<file path="src/rtl/sd_dp_pkg.sv">
package sd_dp_pkg;
    localparam int unsigned CTRL_BITS = 11;
    localparam int unsigned CB_DIR    = 4;
    localparam int unsigned CB_DMA    = 5;
    localparam int unsigned CB_START  = 6;

    localparam logic [1:0] ADDR_CTRL = 2'd0;
    localparam logic [1:0] ADDR_LEN  = 2'd1;
    localparam logic [1:0] ADDR_DATA = 2'd2;

    typedef enum logic [1:0] {
        XS_IDLE = 2'd0,
        XS_MOVE = 2'd1,
        XS_ACK  = 2'd2
    } xfer_st_e;
endpackage

</file>
<file path="src/rtl/sd_dp_regs.sv">
module sd_dp_regs
    import sd_dp_pkg::*;
#(
    parameter int unsigned LEN_W = 16
) (
    input  logic                 clk,
    input  logic                 rst_n,
    input  logic                 wr_ctrl_i,
    input  logic                 wr_len_i,
    input  logic [CTRL_BITS-1:0] ctrl_wdata_i,
    input  logic [LEN_W-1:0]     len_wdata_i,
    output logic [CTRL_BITS-1:0] ctrl_o,
    output logic [LEN_W-1:0]     len_o,
    output logic                 load_o
);
    typedef struct packed {
        logic [CTRL_BITS-1:0] ctrl;
        logic [LEN_W-1:0]     len;
    } regs_t;

    regs_t s_d, s_q;

    always_comb begin
        s_d = s_q;
        if (wr_ctrl_i) begin
            s_d.ctrl           = ctrl_wdata_i;
            s_d.ctrl[CB_START] = 1'b0;
        end
        if (wr_len_i) begin
            s_d.len = len_wdata_i;
        end
    end

    always_ff @(posedge clk or negedge rst_n) begin
        if (!rst_n) s_q <= '0;
        else        s_q <= s_d;
    end

    assign ctrl_o = s_q.ctrl;
    assign len_o  = s_q.len;
    assign load_o = wr_ctrl_i & ctrl_wdata_i[CB_START];

    assert_start_reads_zero_R2: assert property (@(posedge clk) disable iff (!rst_n)
        wr_ctrl_i |=> (ctrl_o[CB_START] == 1'b0));
endmodule

</file>
<file path="src/rtl/sd_dp_xfer.sv">
module sd_dp_xfer
    import sd_dp_pkg::*;
#(
    parameter int unsigned LEN_W = 16,
    parameter int unsigned BPW   = 4
) (
    input  logic                 clk,
    input  logic                 rst_n,
    input  logic                 bus_sel,
    input  logic                 bus_wr,
    input  logic [1:0]           bus_addr,
    input  logic [8*BPW-1:0]     bus_wdata,
    output logic [8*BPW-1:0]     bus_rdata,
    output logic                 bus_ready,
    input  logic [CTRL_BITS-1:0] ctrl_i,
    input  logic [LEN_W-1:0]     len_i,
    input  logic                 load_i,
    output logic                 wr_ctrl_o,
    output logic                 wr_len_o,
    input  logic                 card_rd_ready,
    input  logic [7:0]           card_rd_byte,
    output logic                 card_rd_strb,
    output logic [7:0]           card_wr_byte,
    output logic                 card_wr_strb,
    output logic                 cnt_nz_o,
    output logic                 stat_progress,
    output logic                 stat_end
);
    localparam int unsigned WORD_W = 8 * BPW;
    localparam int unsigned IDX_W  = (BPW > 1) ? $clog2(BPW) : 1;

    typedef struct packed {
        xfer_st_e          st;
        logic [LEN_W-1:0]  cnt;
        logic [IDX_W-1:0]  idx;
        logic [IDX_W-1:0]  last;
        logic [WORD_W-1:0] word;
        logic [WORD_W-1:0] rdata;
        logic              prog;
        logic              dend;
    } xfer_t;

    xfer_t s_d, s_q;

    logic dir_w, cnt_nz, is_data, do_wr, do_rd;
    logic [IDX_W-1:0] first_last;

    assign dir_w   = ctrl_i[CB_DIR];
    assign cnt_nz  = (s_q.cnt != '0);
    assign is_data = (bus_addr == ADDR_DATA);
    assign do_wr   = bus_wr & dir_w & cnt_nz;
    assign do_rd   = ~bus_wr & ~dir_w & cnt_nz & card_rd_ready;

    always_comb begin
        if (s_q.cnt >= LEN_W'(BPW)) first_last = IDX_W'(BPW - 1);
        else                        first_last = IDX_W'(s_q.cnt - LEN_W'(1));
    end

    assign wr_ctrl_o = (s_q.st == XS_IDLE) & bus_sel & bus_wr & (bus_addr == ADDR_CTRL);
    assign wr_len_o  = (s_q.st == XS_IDLE) & bus_sel & bus_wr & (bus_addr == ADDR_LEN);

    always_comb begin
        s_d = s_q;
        unique case (s_q.st)
            XS_IDLE: begin
                if (bus_sel) begin
                    s_d.st    = XS_ACK;
                    s_d.rdata = '0;
                    if (is_data && (do_wr || do_rd)) begin
                        s_d.st   = XS_MOVE;
                        s_d.idx  = '0;
                        s_d.last = first_last;
                        s_d.word = do_wr ? bus_wdata : '0;
                    end else if (!bus_wr) begin
                        if (bus_addr == ADDR_CTRL)
                            s_d.rdata = WORD_W'(ctrl_i);
                        else if (bus_addr == ADDR_LEN)
                            s_d.rdata = WORD_W'(len_i);
                    end
                end
                if (load_i) begin
                    s_d.cnt  = len_i;
                    s_d.prog = 1'b0;
                    s_d.dend = 1'b0;
                end
            end
            XS_MOVE: begin
                s_d.cnt = s_q.cnt - LEN_W'(1);
                if (!dir_w) s_d.word[s_q.idx*8 +: 8] = card_rd_byte;
                s_d.idx = s_q.idx + IDX_W'(1);
                if (s_q.idx == s_q.last) begin
                    s_d.st    = XS_ACK;
                    s_d.prog  = 1'b1;
                    s_d.rdata = dir_w ? '0 : s_d.word;
                    if (s_q.cnt == LEN_W'(1)) s_d.dend = 1'b1;
                end
            end
            default: begin
                s_d.st = XS_IDLE;
            end
        endcase
    end

    always_ff @(posedge clk or negedge rst_n) begin
        if (!rst_n) s_q <= '{st: XS_IDLE, default: '0};
        else        s_q <= s_d;
    end

    assign bus_ready     = (s_q.st == XS_ACK);
    assign bus_rdata     = s_q.rdata;
    assign card_rd_strb  = (s_q.st == XS_MOVE) & ~dir_w;
    assign card_wr_strb  = (s_q.st == XS_MOVE) & dir_w;
    assign card_wr_byte  = s_q.word[s_q.idx*8 +: 8];
    assign cnt_nz_o      = cnt_nz;
    assign stat_progress = s_q.prog;
    assign stat_end      = s_q.dend;

    assert_ready_pulse_R10: assert property (@(posedge clk) disable iff (!rst_n)
        bus_ready |=> !bus_ready);
    assert_count_step_R4: assert property (@(posedge clk) disable iff (!rst_n)
        (s_q.st == XS_MOVE) |=> (s_q.cnt == $past(s_q.cnt) - LEN_W'(1)));
    assert_end_at_zero_R6: assert property (@(posedge clk) disable iff (!rst_n)
        $rose(stat_end) |-> (s_q.cnt == '0));
    assert_no_strobe_at_zero_R7: assert property (@(posedge clk) disable iff (!rst_n)
        (card_rd_strb || card_wr_strb) |-> cnt_nz);
endmodule

</file>
<file path="src/rtl/sd_dp_dma.sv">
module sd_dp_dma (
    input  logic clk,
    input  logic rst_n,
    input  logic dma_en_i,
    input  logic cnt_nz_i,
    input  logic cmd_issue_i,
    input  logic ack_i,
    output logic req_o
);
    typedef struct packed {
        logic ack;
        logic req;
    } hs_t;

    hs_t s_d, s_q;

    always_comb begin
        s_d     = s_q;
        s_d.ack = ack_i;
        if (dma_en_i) begin
            if (ack_i && !s_q.ack)
                s_d.req = 1'b0;
            else if (!ack_i && s_q.ack && cnt_nz_i)
                s_d.req = 1'b1;
            else if (cmd_issue_i && cnt_nz_i)
                s_d.req = 1'b1;
        end
    end

    always_ff @(posedge clk or negedge rst_n) begin
        if (!rst_n) s_q <= '0;
        else        s_q <= s_d;
    end

    assign req_o = s_q.req;

    assert_req_rise_needs_dma_R8: assert property (@(posedge clk) disable iff (!rst_n)
        $rose(req_o) |-> $past(dma_en_i));
    assert_ack_ignored_R9: assert property (@(posedge clk) disable iff (!rst_n)
        !dma_en_i |=> (req_o == $past(req_o)));
endmodule

</file>
<file path="src/rtl/sd_data_port.sv">
module sd_data_port
    import sd_dp_pkg::*;
#(
    parameter int unsigned LEN_W = 16
) (
    input  logic        clk,
    input  logic        rst_n,
    input  logic        bus_sel,
    input  logic        bus_wr,
    input  logic [1:0]  bus_addr,
    input  logic [31:0] bus_wdata,
    output logic [31:0] bus_rdata,
    output logic        bus_ready,
    input  logic        card_rd_ready,
    input  logic [7:0]  card_rd_byte,
    output logic        card_rd_strb,
    output logic [7:0]  card_wr_byte,
    output logic        card_wr_strb,
    input  logic        cmd_issue,
    input  logic        dma_ack,
    output logic        dma_req,
    output logic        stat_progress,
    output logic        stat_end
);
    localparam int unsigned BPW = 4;

    logic [CTRL_BITS-1:0] ctrl;
    logic [LEN_W-1:0]     len;
    logic                 load, wr_ctrl, wr_len, cnt_nz;

    sd_dp_regs #(.LEN_W(LEN_W)) u_regs (
        .clk          (clk),
        .rst_n        (rst_n),
        .wr_ctrl_i    (wr_ctrl),
        .wr_len_i     (wr_len),
        .ctrl_wdata_i (bus_wdata[CTRL_BITS-1:0]),
        .len_wdata_i  (bus_wdata[LEN_W-1:0]),
        .ctrl_o       (ctrl),
        .len_o        (len),
        .load_o       (load)
    );

    sd_dp_xfer #(.LEN_W(LEN_W), .BPW(BPW)) u_xfer (
        .clk           (clk),
        .rst_n         (rst_n),
        .bus_sel       (bus_sel),
        .bus_wr        (bus_wr),
        .bus_addr      (bus_addr),
        .bus_wdata     (bus_wdata),
        .bus_rdata     (bus_rdata),
        .bus_ready     (bus_ready),
        .ctrl_i        (ctrl),
        .len_i         (len),
        .load_i        (load),
        .wr_ctrl_o     (wr_ctrl),
        .wr_len_o      (wr_len),
        .card_rd_ready (card_rd_ready),
        .card_rd_byte  (card_rd_byte),
        .card_rd_strb  (card_rd_strb),
        .card_wr_byte  (card_wr_byte),
        .card_wr_strb  (card_wr_strb),
        .cnt_nz_o      (cnt_nz),
        .stat_progress (stat_progress),
        .stat_end      (stat_end)
    );

    sd_dp_dma u_dma (
        .clk         (clk),
        .rst_n       (rst_n),
        .dma_en_i    (ctrl[CB_DMA]),
        .cnt_nz_i    (cnt_nz),
        .cmd_issue_i (cmd_issue),
        .ack_i       (dma_ack),
        .req_o       (dma_req)
    );
endmodule

</file>
<file path="config.mk">
export PLATFORM = sky130hd
export DESIGN_NAME = sd_data_port
export DESIGN_NICKNAME = d
export VERILOG_FILES = /design/src/rtl/sd_dp_pkg.sv /design/src/rtl/sd_dp_regs.sv /design/src/rtl/sd_dp_xfer.sv /design/src/rtl/sd_dp_dma.sv /design/src/rtl/sd_data_port.sv
export SDC_FILE = /design/constraint.sdc
export NUM_CORES = 1
export LEC_CHECK = 0
export ABC_AREA = 1
export BUFFER_PORTS_ARGS = -buffer_cell sky130_fd_sc_hd__buf_2
export CORE_ASPECT_RATIO = 0.75
export CORE_UTILIZATION = 50
export CTS_CLUSTER_SIZE = 8
export DETAILED_ROUTE_END_ITERATION = 8
export PLACE_DENSITY = 0.71
export SETUP_SLACK_MARGIN = 0.3
export SYNTH_ARGS = -nofsm -noshare
export SYNTH_HDL_FRONTEND = slang
export SYNTH_SLANG_ARGS = --single-unit
</file>
<file path="constraint.sdc">
create_clock -name clk -period 4.61 [get_ports clk]
set_input_delay 0.461 -clock clk [delete_from_list [all_inputs] [get_ports clk]]
set_output_delay 0.461 -clock clk [all_outputs]
set_load 0.1 [all_outputs]
</file>
==> impl_results.md, run 1 <==
- DRC violation count after routing: 6
- 1st-iter DRT viols: 935
- Data required time at the worst endpoint: 4960 ps
- Max H-tree Level: 4
- Yosys warns: 0
- Cell Count, Final, Fillers Out: 1,239
- Internal power contribution: 3004 uW
- Pwr per Cell Area: 800.4 nW/um2
- Final Worst Setup Slack: 1316 ps
- Number of routed nets with antenna violations: 0
- Area occupied by registers: 2903 um2
- Violations in the final reports: DRC
- P_sw: 3341 uW
- Outcome: finished, violations left
- Total negative setup slack: 0 ps
- TritonCTS clock tree: done
- Vias in the first global route: 6,329
- Antenna violations before repair: 0
- Vertical extent of the die: 104.6 um
- Die X-Extent: 138.8 um
- Clk buf depth: 2
- Post-Route Hold Slack: 178.6 ps
- Starting Density: 0.5121
- Number of buffers created by CTS: 17
- Reg power frac: 0.290
- Static leakage: 0.003836 uW
- Transition at the pin with the smallest max-transition slack: 1192 ps
- Share of synthesized area occupied by flip-flops and latches: 0.4137
- Wire length of the first global-routing pass: 35,710 um
- Final Setup Violations: 0
- Area growth syn-to-layout: 12.98%
- Via-to-Cell Ratio: 5.654
- Number of distinct library cells after synthesis: 33
- Arrival time at the worst endpoint: 3650 ps
- Worst Setup Path Type: reg2reg
- Fraction of the cycle the final worst path needs: 0.7146
- Remaining Overflow, GRT: 0
- Switching Share: 0.5265
- Clock tree root driver cell: clkbuf_16
- Max-Slew Margin vs Limit: 0.2047
- Count of buffers from port buffering: 94
- Clock insertion delay at the later pin of the skew report: 420 ps
- Placed Cells: 1,206
- IO Count: 95
- Row Count: 37
- RSZ-0062 raised after global routing: no
- Post-detail-place hpwl: 15,430 um
- Clk pin slew, worst setup/hold paths: 60 ps
- Post-synth net total: 1,074
- Kind of capture point of the worst setup path: flop
- DIE AREA: 14,520 um2
- Placeable core region: 13,700 um2
- Number of hold-slack violations in the final timing report: 0
- Final-report max-slew violation count: 0
- Crit start category: flop
- Max-cap violations: 0
- Seq cells post-synth: 116
- Post-CTS setup buffer count: 0
- Biggest fanout along the worst timing path: 27
- Post-Route Skew: 8.869 ps
- First-pass DRT Iterations: 7
- Overall global routing resource usage: 0.3244
- Share of layout cells above drive strength 1: 0.1429
- Avg Synthesized Cell Area: 6.899 um2
- Diodes inserted: 0
- Setup slack of the worst register-to-register path: 1320 ps
- Clock network fraction of design power: 0.230
- Number of standard cells after synthesis: 1,017
- Final #Nets: 1,108
- Sink count of the clock tree: 116
- Pin count of the biggest net entering global routing: 70
- CTS resizes: 0
- HP Class: in2reg
- Peak VDD IR: 0.0004312 V
- Number of vias in the routed layout: 7,005
- Post-synthesis instance area: 7017 um2
- Weighted congestion reported at the end of routability-driven placement: 0.9792
- Avg WL per Cell: 18.17 um
- Combinational group share of total power: 0.480
- Post-route minimum period: 3294 ps
- Detailed-route wire length: 22,510 um
- Maximum clock frequency: 0.3036 GHz
- Post-placement worst setup slack: 1430 ps
- Number of inserted filler cells in the final layout: 1,332
- Area of the multi-input gates: 3383 um2
cells in the mapped netlist:
cell / n / share of area
a21oi_1: 49 / 0.035
a21oi_2: 1 / 0.0012
a22oi_1: 1 / 0.0011
a31oi_1: 2 / 0.0018
buf_1: 5 / 0.0027
buf_2: 19 / 0.014
buf_4: 37 / 0.040
clkbuf_1: 24 / 0.013
clkinv_1: 1 / 0.00053
dfrtp_1: 116 / 0.41
ha_1: 8 / 0.014
inv_1: 64 / 0.034
inv_2: 4 / 0.0021
nand2_1: 242 / 0.13
nand2_2: 6 / 0.0054
nand2_4: 1 / 0.0016
nand3_1: 106 / 0.076
nand3b_1: 2 / 0.0021
nand3b_2: 1 / 0.0016
nand4_1: 13 / 0.012
nor2_1: 204 / 0.11
nor2_2: 4 / 0.0036
nor2_4: 2 / 0.0032
nor3_1: 8 / 0.0057
o211ai_1: 2 / 0.0021
o21ai_0: 69 / 0.049
o21ai_2: 1 / 0.0012
o21bai_1: 2 / 0.0021
o221ai_1: 3 / 0.0037
o22ai_1: 14 / 0.012
o2bb2ai_1: 1 / 0.0012
xnor2_1: 2 / 0.0025
xor2_1: 3 / 0.0037
critical path, stage by stage, from the launching register on:
cell     delay [ps]
dfrtp_1         910
inv_1           580
ha_1            640
nor2_1          460
nand4_1         190
nand2_1         130
nand2_1          60
nand3_1         100
nor2_1           60
nor2_1           80
kinds of logic after synthesis:
group                      count (synthesis)  synth area share
adders and majority gates                  8           0.01427
DFF                                      116            0.4137
and+or+nand+nor                          589            0.3490
xor gates and xnor gates                   5          0.006242
buffers and inverters                    154            0.1056
AOI/OAI and AO/OA                        145            0.1113
routing by layer:
| layer | track usage | share of wire | vias to the layer above |
|---|---|---|---|
| met5 | 0 | 0 | - |
| met4 | 0.09603 | 0.018 | 0 |
| met3 | 0.06691 | 0.098 | 37 |
| met2 | 0.4459 | 0.41 | 371 |
| met1 | 0.5054 | 0.48 | 3274 |
| li1 | - | - | 3323 |
power groups by stage:
| stage | logic, uW | clock network (uW) | registers (uW) |
|---|---|---|---|
| 2_1_floorplan | 2510 | 0 | 1740 |
| 3_3_place_gp | 2980 | 0 | 1830 |
| 5_1_grt | 3290 | 1510 | 1890 |
| 6_report | 3050 | 1460 | 1840 |
| 4_1_cts | 3020 | 1460 | 1820 |
| 3_5_place_dp | 3000 | 0 | 1830 |
worst paths after layout:
path	startpoint	to	cells past startpoint
worst max register to register	u_xfer.s_q[68]	u_xfer.s_q[36]	9
worst min register to register	u_xfer.bus_rdata[28]	u_xfer.bus_rdata[28]	2
max in group asynchronous	rst_n	u_xfer.s_q[68]	3
worst min-delay path	dma_ack	u_dma.s_q[1]	1
worst max-delay path	u_xfer.s_q[68]	u_xfer.s_q[36]	9
min in group asynchronous	rst_n	u_xfer.s_q[73]	2
placed cells by master (no fill, tap or decap), types with 5 or more instances in the layout:
master / instances
nor2_2: 5
inv_1: 64
dfrtp_1: 116
nand3_1: 106
o22ai_1: 14
nand4_1: 13
nor3_1: 8
ha_1: 8
inv_6: 5
clkbuf_16: 17
buf_4: 6
buf_2: 93
nand2_1: 242
o21ai_0: 69
nor2_1: 203
a21oi_1: 49
nand2_2: 6
metrics by stage:
| step | util | area, um2 | total power, uW |
|---|---|---|---|
| 2_1_floorplan | - | 7017 | 4257 |
| 3_3_place_gp | 0.5309 | 7274 | 4808 |
| 3_5_place_dp | 0.5309 | 7274 | 4830 |
| 4_1_cts | 0.5785 | 7928 | 6302 |
| 5_1_grt | 0.5785 | 7928 | 6682 |
| 6_report | 0.5785 | 7928 | 6345 |
area by class of cell:
type                    count  area share
clock buffers              17     0.05366
well taps                 175     0.02762
multi-input cells         747      0.4268
flip-flops and latches    116      0.3662
inverters                  69     0.03267
clock inverters            15     0.02746
repair buffers            100     0.06566
repair_timing:
| action | in CTS | in global routing |
|---|---|---|
| endpoints found under the hold margin | 10 | 0 |
| setup endpoints to repair | 0 | 0 |
| hold buffers | 1 | 0 |
sequential cells by signal, summed over array words and instances, names as in the netlist:
signal                flops
u_dma.req_o               1
u_dma.s_q                 1
u_regs.ctrl_o            10
u_regs.len_o             16
u_xfer.bus_rdata         32
u_xfer.s_q               54
u_xfer.stat_end           1
u_xfer.stat_progress      1
Power figures use the tool's default switching activity.
==> run 2, diff against run 1 <==
--- a/config.mk
+++ b/config.mk
@@ -5,13 +5,13 @@
 export SDC_FILE = /design/constraint.sdc
 export NUM_CORES = 1
 export LEC_CHECK = 0
-export ABC_AREA = 1
+export ABC_AREA = 0
 export BUFFER_PORTS_ARGS = -buffer_cell sky130_fd_sc_hd__buf_2
 export CORE_ASPECT_RATIO = 0.75
 export CORE_UTILIZATION = 50
 export CTS_CLUSTER_SIZE = 8
 export DETAILED_ROUTE_END_ITERATION = 8
-export PLACE_DENSITY = 0.71
+export PLACE_DENSITY = 0.74
 export SETUP_SLACK_MARGIN = 0.3
 export SYNTH_ARGS = -nofsm -noshare
 export SYNTH_HDL_FRONTEND = slang
==> constraint.sdc (replaced) <==
create_clock -name clk -period 2.7 [get_ports clk]
set_input_delay 0.27 -clock clk [delete_from_list [all_inputs] [get_ports clk]]
set_output_delay 0.27 -clock clk [all_outputs]
set_load 0.1 [all_outputs]
==> run 2 against run 1 <==
  * The flow now finishes without violations
  * Clock-buffer cell count grew 6
  * Sequential share of layout area is 0.63 points lower
  * Clock skew about the same
  * Global-route usage fell by 3.3 points
  * Critical endpoint is now u_xfer.s_q[60]
  * Flip-flop and latch count unchanged
  * Wire length down 12%
  * Fmax rose by 40%
  * Hold slack worse by 75 ps
  * Highest routed layer unchanged
  * Final cell count decreased by 28%
  * Critical path type unchanged
  * First-iteration DRC count shrank 11%
  * Combinational power up 60%
==> impl_results.md, run 2 <==
- Number of hold-slack violations in the final timing report: 0 (unchanged)
- Post-synth net total: 710 (-34%)
- Starting Density: 0.5216 (+0.009584)
- RSZ-0062 raised after global routing: no
- Most common library cell in the layout ignoring fill and taps: dfrtp_1
- Synth top cells by count: dfrtp_1 (116), mux2_2 (43), clkbuf_1 (42)
- Row Count: 36 (-2.7%)
- Share of the synthesized area in the top cell type: 0.4202 (+0.006519)
- Biggest fanout along the worst timing path: 7 (-74%)
- Worst Setup Path Type: reg2reg
- Wire length of the first global-routing pass: 31,620 um (-11%)
- DIE AREA: 14,290 um2 (-1.5%)
- Avg Synthesized Cell Area: 10.58 um2 (+53%)
- Max H-tree Level: 4 (unchanged)
- Largest register FFs: 54 (unchanged)
- Post-Route Skew: 8.490 ps (-0.3799 ps)
- Clock insertion delay at the later pin of the skew report: 410 ps (about the same)
- Reg power frac: 0.305 (+0.015)
- Switching Share: 0.4616 (-0.06486)
- Combinational group share of total power: 0.488 (+0.008)
- Overall global routing resource usage: 0.2918 (-0.03252)
- R2R Path Start: u_xfer.s_q[71]
- Internal power contribution: 5381 uW (+79%)
- Share of synthesized area occupied by flip-flops and latches: 0.4202 (+0.006519)
- Maximum clock frequency: 0.4263 GHz (+40%)
- Peak VDD IR: 0.0006760 V (+57%)
- Share of layout cells above drive strength 1: 0.3177 (+0.1749)
- Data required time at the worst endpoint: 2990 ps (-1970 ps)
- Arrival time at the worst endpoint: 2630 ps (-1020 ps)
- Weighted congestion reported at the end of routability-driven placement: 0.8708 (-11%)
- P_sw: 4614 uW (+38%)
- Clock network fraction of design power: 0.207 (-0.023)
- Total negative setup slack: 0 ps (unchanged)
- Sink count of the clock tree: 116 (unchanged)
- Post-synth EDFFs: 0 (unchanged)
- Crit path launch: u_xfer.s_q[71]
- HP Class: in2reg
- Post-synthesis instance area: 6908 um2 (-1.6%)
- DRC violation count after routing: 0 (-6)
- Avg WL per Cell: 22.12 um (+22%)
- Number of vias in the routed layout: 5,853 (-16%)
- Worst r2r path cells: 6 (-3)
- Kind of capture point of the worst setup path: flop
- Diodes inserted: 0 (unchanged)
- CP max-delay cell: or4_4
- Largest cells by area after synthesis: dfrtp_1 (42%), mux2_2 (7.0%), mux2i_1 (5.5%)
- Final #Nets: 771 (-30%)
- First-pass DRT Iterations: 5 (-2)
- Max-Slew Margin vs Limit: 0.5712 (+0.3665)
- Delay of the slowest cell on the worst path: 540 ps (-370 ps)
- Seq cells post-synth: 116 (unchanged)
- Cell-by-cell trace of the critical path: inv_2 > ha_1 > or3b_4 > or4_4 > a41o_4 > mux2_4
- Setup slack of the worst register-to-register path: 350 ps (-960 ps)
- Post-placement worst setup slack: 209.0 ps (-1221 ps)
- Max-cap violations: 0 (unchanged)
- Critical path endpoint: u_xfer.s_q[60]
- Number of buffers created by CTS: 17 (unchanged)
- Outcome: finished, final reports clean
- Die X-Extent: 137.7 um (-0.77%)
- Most instantiated library cell after synthesis: dfrtp_1
- Pwr per Cell Area: 1238 nW/um2 (+55%)
- Vertical extent of the die: 103.8 um (-0.76%)
- Vias in the first global route: 5,648 (-11%)
- Placeable core region: 13,240 um2 (-3.4%)
- Static leakage: 0.003586 uW (-6.5%)
- Crit start category: flop
- Count of buffers from port buffering: 94 (unchanged)
- Final-report max-slew violation count: 0 (unchanged)
- Number of standard cells after synthesis: 653 (-36%)
- Number of routed nets with antenna violations: 0 (unchanged)
- Clk buf depth: 2 (unchanged)
- Area growth syn-to-layout: 16.88%
- Critical R2R Capture: u_xfer.s_q[60]
- Detailed-route wire length: 19,870 um (-12%)
- Dominant synthesized flop cell: dfrtp_1
- Transition at the pin with the smallest max-transition slack: 643.2 ps (-548.4 ps)
- Cell taking the most area after synthesis: dfrtp_1
- Levels on crit path: 6 (-3)
- Commonest cells after routing, fill and taps aside: dfrtp_1 (114), buf_2 (91), mux2_2 (43)
- Buf/Inv on CP: 1 (unchanged)
- Via-to-Cell Ratio: 6.518 (+15%)
- Clk pin slew, worst setup/hold paths: 60 ps (about the same)
- Yosys warns: 0 (unchanged)
- Remaining Overflow, GRT: 0 (unchanged)
- IO Count: 95 (unchanged)
- Crit-path leading delay family: simple AND/OR/NAND/NOR gates
- Register ranked first by flip-flop count: u_xfer.s_q
- Post-detail-place hpwl: 14,140 um (-8.4%)
- Final Worst Setup Slack: 354.3 ps (-961.4 ps)
- Clock tree root driver cell: clkbuf_16
- Number of distinct library cells after synthesis: 57 (+73%)
- Pin count of the biggest net entering global routing: 117 (+67%)
- 1st-iter DRT viols: 828 (-11%)
- Post-route minimum period: 2346 ps (-948.6 ps)
- Fraction of the cycle the final worst path needs: 0.8688 (+0.1542)
- TritonCTS clock tree: done
- Share of synthesized flip-flops with an asynchronous set or reset: 1.000 (unchanged)
- Antenna violations before repair: 0 (unchanged)
- Final Setup Violations: 0 (unchanged)
[run 2: changes by cell type in the layout (fill, tap and decap cells not counted), sizes merged, moves of 22 or more]
cell and change:
o21ai -60, a21oi -49, o2bb2ai +22, nand2 -222, inv -41, a2bb2oi +34
mux2i +38, buf +30, nor2 -191, nand3 -75, mux2 +47
[run 2: worst min-delay path by stage]
stage	start	end	slack [ps]	depth (start not counted)
after floorplan	rst_n	u_dma.req_o	-30	0
after global placement	rst_n	u_regs.ctrl_o[3]	410	2
after detailed placement	rst_n	u_regs.ctrl_o[1]	410	2
after CTS	bus_wdata[22]	u_xfer.s_q[56]	100	3
after global routing	bus_wdata[12]	u_regs.len_o[12]	110	2
final	bus_wdata[22]	u_xfer.s_q[56]	100	3
[run 2: routing by layer]
metal	vias up	GRT usage	wire [um]
li1	2551	-	-
met1	2927	0.4524	9014
met2	340	0.4027	8530
met3	35	0.06363	1976
met4	0	0.08385	346
met5	-	0	0
[run 2: kinds of logic after synthesis]
| group | after synthesis | synth area share |
|---|---|---|
| and+or+nand+nor | 168 | 0.1491 |
| DFF | 116 | 0.4202 |
| adders and majority gates | 8 | 0.01449 |
| muxes | 93 | 0.1599 |
| buffers and inverters | 122 | 0.08911 |
| xor gates and xnor gates | 2 | 0.002536 |
| AOI/OAI and AO/OA | 144 | 0.1646 |
[run 2: final cells by class]
cell class / count / area (um2)
Fill cell: 1061 / 5169
Sequential cell: 116 / 2905
Clock buffer: 23 / 457.9
Tap cell: 171 / 214.0
Clock inverter: 9 / 81.33
Timing Repair Buffer: 131 / 838.3
Inverter: 33 / 123.9
Multi-Input combinational cell: 415 / 3453
[run 2: what timing repair did]
action                     in CTS  in global routing
setup endpoints to repair      35                 46
gates resized for setup         6                 11
hold buffers                    2                  0
hold endpoints to repair       59                  0
pin swaps                       1                  2
buffers inserted                0                  4
[run 2: power groups by stage]
| stage | Sequential [uW] | Clock, uW | Combinational (uW) |
|---|---|---|---|
| 6_report | 3050 | 2070 | 4870 |
| 4_1_cts | 3020 | 2090 | 4740 |
| 5_1_grt | 3110 | 2180 | 5120 |
| 3_5_place_dp | 3030 | 0 | 4710 |
| 3_3_place_gp | 2990 | 0 | 4620 |
| 2_1_floorplan | 2890 | 0 | 3820 |
[run 2: stage by stage]
step                std cells  hold WS, ps  instance area, um2  utilization  power (uW)
floorplan                 653       -25.59                6935            -        6707
global placement          860        405.1                7428       0.5609        7610
detailed placement        860        411.1                7428       0.5609        7746
CTS                       894        98.63                8013       0.6051        9854
global route              898        114.0                8074       0.6097       10410
finish                    898        103.7                8074       0.6097        9995
[run 2: worst register-to-register path, delay by kind of cell (launching register included)]
family                   cells  cell delay, ps
AND/OR/NAND/NOR              2             950
flip-flops                   1             400
AO/OA/AOI/OAI                1             340
multiplexers                 1             320
adder cells (fa/ha/maj)      1             150
buffers and inverters        1              80
